--- config.mk ---
export PLATFORM = sky130hd
export DESIGN_NAME = hold_bus_arbiter
export DESIGN_NICKNAME = d
export VERILOG_FILES = /design/src/rtl/hold_arb_pkg.sv /design/src/rtl/hold_rst_sync.sv /design/src/rtl/hold_arb_fsm.sv /design/src/rtl/hold_bus_isolate.sv /design/src/rtl/hold_bus_arbiter.sv
export SDC_FILE = /design/constraint.sdc
export NUM_CORES = 1
export LEC_CHECK = 0
export BUFFER_PORTS_ARGS = -buffer_cell sky130_fd_sc_hd__buf_2
export CAP_MARGIN = 20
export CORE_AREA = 2 2 39 41
export CTS_BUF_LIST = sky130_fd_sc_hd__clkbuf_16
export DETAILED_ROUTE_END_ITERATION = 12
export DIE_AREA = 0 0 41 43
export GPL_TIMING_DRIVEN = 0
export PLACE_DENSITY_LB_ADDON = 0.15
export SYNTH_ARGS = -nofsm -noshare
export SYNTH_HDL_FRONTEND = slang
export SYNTH_SLANG_ARGS = --single-unit
--- constraint.sdc ---
create_clock -name clk -period 2 [get_ports clk]
set_clock_uncertainty 0.2 [all_clocks]
set_input_delay 0.3 -clock clk [delete_from_list [all_inputs] [get_ports clk]]
set_output_delay 0.3 -clock clk [all_outputs]
set_load 0.05 [all_outputs]
--- src/rtl/hold_arb_pkg.sv ---
package hold_arb_pkg;
  typedef enum logic [2:0] {
    ST_IDLE     = 3'd0,
    ST_WAIT_END = 3'd1,
    ST_HANDOFF  = 3'd2,
    ST_GRANTED  = 3'd3,
    ST_RETURN   = 3'd4,
    ST_RECLAIM  = 3'd5,
    ST_REFRESH  = 3'd6
  } arb_st_t;
endpackage

--- src/rtl/hold_rst_sync.sv ---
module hold_rst_sync #(
  parameter int STAGES = 2
) (
  input  logic clk,
  input  logic rst_n,
  output logic rst_sync_n
);
  logic [STAGES-1:0] sh_q;

  always_ff @(posedge clk or negedge rst_n) begin
    if (!rst_n) sh_q <= '0;
    else        sh_q <= {sh_q[STAGES-2:0], 1'b1};
  end

  assign rst_sync_n = sh_q[STAGES-1];
endmodule

--- src/rtl/hold_arb_fsm.sv ---
module hold_arb_fsm
  import hold_arb_pkg::*;
(
  input  logic clk,
  input  logic rst_n,
  input  logic hold_req,
  input  logic cyc_busy,
  input  logic lock_act,
  input  logic rfsh_req,
  output logic hold_ack,
  output logic float_en,
  output logic rfsh_gnt
);
  arb_st_t st_q, st_nxt;
  logic    st_upd;

  always_comb begin
    st_nxt = st_q;
    unique case (st_q)
      ST_IDLE:     if (rfsh_req) st_nxt = ST_REFRESH;
                   else if (hold_req) st_nxt = ST_WAIT_END;
      ST_WAIT_END: if (rfsh_req) st_nxt = ST_REFRESH;
                   else if (!hold_req) st_nxt = ST_IDLE;
                   else if (!cyc_busy && !lock_act) st_nxt = ST_HANDOFF;
      ST_HANDOFF:  st_nxt = ST_GRANTED;
      ST_GRANTED:  if (!hold_req) st_nxt = ST_RETURN;
                   else if (rfsh_req) st_nxt = ST_RECLAIM;
      ST_RETURN:   st_nxt = ST_IDLE;
      ST_RECLAIM:  if (!hold_req) st_nxt = ST_REFRESH;
      ST_REFRESH:  if (!rfsh_req) st_nxt = ST_IDLE;
      default:     st_nxt = ST_IDLE;
    endcase
  end

  assign st_upd = (st_nxt != st_q);

  always_ff @(posedge clk or negedge rst_n) begin
    if (!rst_n)      st_q <= ST_IDLE;
    else if (st_upd) st_q <= st_nxt;
  end

  assign hold_ack = (st_q == ST_GRANTED);
  assign float_en = (st_q == ST_HANDOFF) || (st_q == ST_GRANTED) ||
                    (st_q == ST_RETURN)  || (st_q == ST_RECLAIM);
  assign rfsh_gnt = (st_q == ST_REFRESH);

  AST_FLOAT_BEFORE_ACK: assert property (@(posedge clk) disable iff (!rst_n)
    $rose(hold_ack) |-> $past(float_en));
  AST_GRANT_AFTER_QUIET: assert property (@(posedge clk) disable iff (!rst_n)
    $rose(hold_ack) |-> $past(!cyc_busy && !lock_act, 2));
  AST_FLOAT_AFTER_ACK: assert property (@(posedge clk) disable iff (!rst_n)
    $fell(hold_ack) |-> float_en);
  AST_RECLAIM_DROP: assert property (@(posedge clk) disable iff (!rst_n)
    hold_ack && hold_req && rfsh_req |=> !hold_ack && float_en);
  AST_RFSH_CAUSE: assert property (@(posedge clk) disable iff (!rst_n)
    $rose(rfsh_gnt) |-> $past(rfsh_req) && !float_en);
endmodule

--- src/rtl/hold_bus_isolate.sv ---
module hold_bus_isolate #(
  parameter int NCS  = 6,
  parameter int NGRP = 4
) (
  input  logic            float_en,
  input  logic [NCS-1:0]  cs_n_in,
  output logic [NCS-1:0]  cs_n_out,
  output logic [NGRP-1:0] drv_float
);
  for (genvar g = 0; g < NGRP; g++) begin : g_grp
    assign drv_float[g] = float_en;
  end

  for (genvar c = 0; c < NCS; c++) begin : g_cs
    assign cs_n_out[c] = cs_n_in[c] | float_en;
  end
endmodule

--- src/rtl/hold_bus_arbiter.sv ---
module hold_bus_arbiter #(
  parameter int NCS  = 6,
  parameter int NGRP = 4
) (
  input  logic            clk,
  input  logic            rst_n,
  input  logic            hold_req,
  input  logic            cyc_busy,
  input  logic            lock_act,
  input  logic            rfsh_req,
  input  logic [NCS-1:0]  cs_n_in,
  output logic            hold_ack,
  output logic            rfsh_gnt,
  output logic [NGRP-1:0] drv_float,
  output logic [NCS-1:0]  cs_n_out
);
  logic rst_s_n;
  logic float_en;

  hold_rst_sync #(.STAGES(2)) rst_i (
    .clk(clk), .rst_n(rst_n), .rst_sync_n(rst_s_n)
  );

  hold_arb_fsm fsm_i (
    .clk(clk), .rst_n(rst_s_n), .hold_req(hold_req), .cyc_busy(cyc_busy),
    .lock_act(lock_act), .rfsh_req(rfsh_req), .hold_ack(hold_ack),
    .float_en(float_en), .rfsh_gnt(rfsh_gnt)
  );

  hold_bus_isolate #(.NCS(NCS), .NGRP(NGRP)) iso_i (
    .float_en(float_en), .cs_n_in(cs_n_in), .cs_n_out(cs_n_out),
    .drv_float(drv_float)
  );

  AST_CS_HIGH_IN_GRANT: assert property (@(posedge clk) disable iff (!rst_s_n)
    hold_ack |-> (&cs_n_out));
  AST_NO_DUAL_OWNER: assert property (@(posedge clk) disable iff (!rst_s_n)
    rfsh_gnt |-> !hold_ack && (drv_float == '0));
endmodule

Yosys cells after proc, flatten, opt, wreduce, memory -nomap -nowiden

Cells that the tools add are included.

Logic and storage cells: 32
Output and inout port bits: 12
Register bits: 5
Input port bits: 12

Muxes and demuxes: 10
Bitwise logic cells: 6
Reduce and logical (&&, ||, !) cells: 7
Equal/unequal tests: 7

Operators with widths:

| operator                                      | number |
|---|---|
| two-way mux 3 bit                             | 9 |
| one-hot mux 3 bit (6 select lines)            | 1 |
| == test 3 bit, second input constant          | 3 |
| == test 3 x 2 -> 1 bit, second input constant | 2 |
| OR 1 bit                                      | 6 |
| == test 3 x 1 -> 1 bit, second input constant | 1 |
| logical NOT 3 bit                             | 1 |
| logical OR 1 bit                              | 3 |
| != test 3 bit                                 | 1 |
| logical NOT 1 bit                             | 2 |
| logical AND 1 bit                             | 1 |

Depth between registers and ports, before layout

Depth after elaboration: 7
Depth in mapped cells: 5
Gate-level depth less buffers: 4

Modules after synthesis

Synthesis repeated with hierarchy kept, for this count alone.

Cell total of the unflattened synthesis: 44
Area total of the unflattened synthesis: 402.9 um^2

Modules (own cells, without submodules):

| module           | area each (um^2) | times used | cells an instance | seq. area each (um^2) |
|---|---|---|---|---|
| hold_arb_fsm     | 281.5            | 1          | 31                | 75.1 |
| hold_bus_isolate | 67.6             | 1          | 10                | 0.0 |
| hold_rst_sync    | 53.8             | 1          | 3                 | 50.0 |

Worst setup path before layout

No wires, ideal clock.

Kind: register to output
Start point: reg fsm_i.st_q[0]
End point: out rfsh_gnt
Data required time: 1.500 ns
Cell stages (with the launch flop): 3
Setup slack: 0.209 ns
Path buffers: 0
Data arrival time: 1.291 ns
Path through: dfrtp_1 -> nand2b_2 -> nor2_1

Cells in the longest elaborated chain, start to end: 1

Ends and longest elaborated chain:

| what                   | line                   | source |
|---|---|---|
| start, declared        | hold_arb_fsm.sv:14     | `arb_st_t st_q, st_nxt;` |
| start signal, assigned | hold_arb_fsm.sv:39     | `else if (st_upd) st_q <= st_nxt;` |
| == test 3 bit          | hold_arb_fsm.sv:45     | `assign rfsh_gnt = (st_q == ST_REFRESH);` |
| end, declared          | hold_bus_arbiter.sv:13 | `output logic rfsh_gnt,` |

No other way between the ends.

Worst setup path after layout

Start point: reg fsm_i.st_q[2]
End point: out drv_float[2]

Cells in the longest elaborated chain, start to end: 4
Elaborated cells on any way between the ends: 7
Classes of those cells: eq/ne: 4; reduce/logical: 3

Ends and longest elaborated chain:

| what                          | line                   | source |
|---|---|---|
| == test 3 x 2 -> 1 bit        | hold_arb_fsm.sv:43     | `assign float_en = (st_q == ST_HANDOFF) \|\| (st_q == ST_GRANTED) \|\|` |
| logical OR 1 bit (2 in a row) | hold_arb_fsm.sv:43     |  |
| logical OR 1 bit *            | hold_arb_fsm.sv:44     | `(st_q == ST_RETURN) \|\| (st_q == ST_RECLAIM);` |
| end, declared                 | hold_bus_arbiter.sv:14 | `output logic [NGRP-1:0] drv_float,` |

Every way passes the cells marked *; elsewhere a longest branch is shown, timed or not.

==> metrics.md <==
| Metric | Value |
|---|---|
| Status | finished, final reports clean |
| Critical path startpoint category | register |
| Crit end category | primary output |
| Synth Register Bits | 5 |
| CTS tree | yes |
| Die X-Extent | 41 um |
| Routability-driven placement congestion ratio | 0.701 |
| Gate Count Post-Synth | 44 |
| ANT cells | 0 |
| Final setup TNS | 0 ps |
| Max Used Layer | met3 |
| DRT antenna net count | 0 |
| Number of global-route vias before repair | 334 |
| Pre-antenna DRT Iters | 4 |
| Final slew viol count | 0 |
| Remaining DRCs | 0 |
| Dpl ws | 208 ps |
| Root Driver | clkbuf_16 |
| Final period util | 93.6% |
| Synthesized Nets | 56 |
| Post-DP HPWL | 698 um |
| Post-synthesis mux area share | 2.55% |
| H-tree depth | 1 |
| Mapped Area | 393 um^2 |
| Maxcap violations | 0 |
| M1 WL | 384 um |
| Area Growth Syn to Fin | 66.2% |
| Vias | 386 |
| Unrepaired setup endpoints after global routing | no |
| Final wirelength | 875 um |
| Crit path time final | 1870 ps |
| Worst-case clock buffer depth | 2 |
| Dpl cell area | 528 um^2 |
| PortBufs | 23 |
| F_max | 534 MHz |
| Initial core utilization | 28.4% |
| Final instance area | 653 um^2 |
| Tot GR Track Use | 10.8% |
| CP Max Fanout | 8 |
| Commonest non-fill, non-tap cell in the layout | buf_2 |
| CP Data Required Time | 1500 ps |
| Count of cell types in the netlist | 23 |
| Core Region | 1380 um^2 |
| Setup ws final | 127 ps |
| Synth Area in Adders | 0% |
| Die ar. | 1760 um^2 |
| Synth Warn # | 0 |
| # rows | 14 |
| XOR/XNOR Fraction of Synth Area | 4.14% |
| Synth Area in Compound Gates | 17.2% |
| CTS clk-pin slew, worst paths | 30 ps |
| DR iter-0 viols | 4 |
| Critical path class | reg2out |
| Clk Latency, worst-skew pair | 220 ps |
| Final setup viols | 0 |
| Final net count | 88 |
| DR WL/cell | 9.62 um |
| Metal3 WL | 23 um |
| First-pass GRT wire length | 1330 um |
| Combinational family with the most area after synthesis | simple AND/OR/NAND/NOR gates |
| Fin. Hold Viols | 0 |
| GR Overflow Total | 0 |
| Crit path arrival time | 1370 ps |
| Die height | 43 um |
| Clk sinks | 5 |
| CTS Buf Count | 3 |
| Initial antenna violation count | 0 |
| Most frequent cells in the layout | buf_2 (23), nand2b_1 (6), buf_4 (6) |
| Min Hold Slack | 151 ps |
| Share of cells above drive strength 1 | 53.3% |
| Largest net degree at the start of global routing | 10 |
| Post-Synth Simple-Gate Area | 25.5% |
| Synth Area per Inst | 8.93 um^2 |
| Vias per std cell | 4.24 |
| Register area share after synthesis | 31.8% |
| Boundary Pins | 24 |
| Hold WC Path Type | in2reg |
| Met2 wire length | 467 um |
## routing by layer
metal / up-vias / track usage [%]
li1: 204 / -
met1: 175 / 15.3
met2: 7 / 15.9
met3: 0 / 1.57
met4: 0 / 4.00
met5: - / 0
## cells by family after synthesis
family          count (synthesis)
compound gates                  9
mux                             1
buf+inv                        10
xor+xnor                        1
flops                           5
other cells                     1
simple gates                   17
## synth_stat cells
master     count  share of area, %
nand2b_1       6               9.6
dfrtp_1        5                32
buf_4          4               7.6
nor2_1         4               3.8
inv_1          3               2.9
a21oi_1        2               2.5
buf_6          2               5.7
nand2_1        2               1.9
o22ai_1        2               3.2
a221o_1        1               2.5
conb_1         1              0.95
inv_4          1               1.6
mux2i_1        1               2.5
nand2b_2       1               2.2
nand2b_4       1               3.5
nor3_1         1               1.3
o21ai_1        1               1.3
o221ai_1       1               2.2
o22ai_2        1               3.2
o2bb2ai_1      1               2.2
or2_2          1               1.6
or3_1          1               1.6
xnor2_2        1               4.1
## state kept, by name, indices dropped and copies added, names as in the netlist
name	count
fsm_i.st_q	3
rst_i.sh_q	2
## cell type report
cell class / instances / area (um^2)
multi-input combinational: 29 / 209
timing repair buffer: 27 / 150
buffer: 6 / 52.6
clock inverter: 1 / 3.75
fill: 138 / 731
inverter: 4 / 17.5
clock buffer: 3 / 75.1
tap: 16 / 20.0
sequential: 5 / 125
## per-stage QoR
step	utilization [%]	instances
floorplan	-	44
global placement	38.2	83
detailed placement	38.2	83
CTS	46.1	89
global route	47.2	91
finish	47.2	91
## worst max-delay path, stage by stage (launching register included)
cell     delay [ps]
dfrtp_1         360
buf_6           150
xnor2_4         200
inv_1           100
buf_4           140
buf_2           200
## what timing repair did
| item | in CTS | in global routing |
|---|---|---|
| hold endpoints to repair | 5 | 0 |
| resized for setup | 1 | 0 |
| pin swaps | 0 | 1 |
| setup endpoints to repair | 4 | 4 |
| hold buffers | 2 | 0 |
| buffers inserted | 0 | 2 |
## path summary, 6_finish.rpt
| path | cells past startpoint | slack, ps | endpoint | start |
|---|---|---|---|---|
| worst min register to register | 0 | 150 | rst_i.sh_q[1]$_DFF_PN0_ | rst_i.sh_q[0]$_DFF_PN0_ |
| worst min-delay path | 2 | 150 | fsm_i.st_q[0]$_DFFE_PN0P_ | hold_req |
| worst max register to register | 4 | 680 | fsm_i.st_q[1]$_DFFE_PN0P_ | fsm_i.st_q[0]$_DFFE_PN0P_ |
| worst max-delay path | 5 | 130 | drv_float[2] | fsm_i.st_q[2]$_DFFE_PN0P_ |
| max in group asynchronous | 1 | 1070 | fsm_i.st_q[1]$_DFFE_PN0P_ | rst_i.sh_q[1]$_DFF_PN0_ |
| min in group asynchronous | 2 | 200 | rst_i.sh_q[0]$_DFF_PN0_ | rst_n |
Power is left out: the tool's default activity adds up to more than one toggle a clock period on the data nets, which glitch-free logic cannot reach.
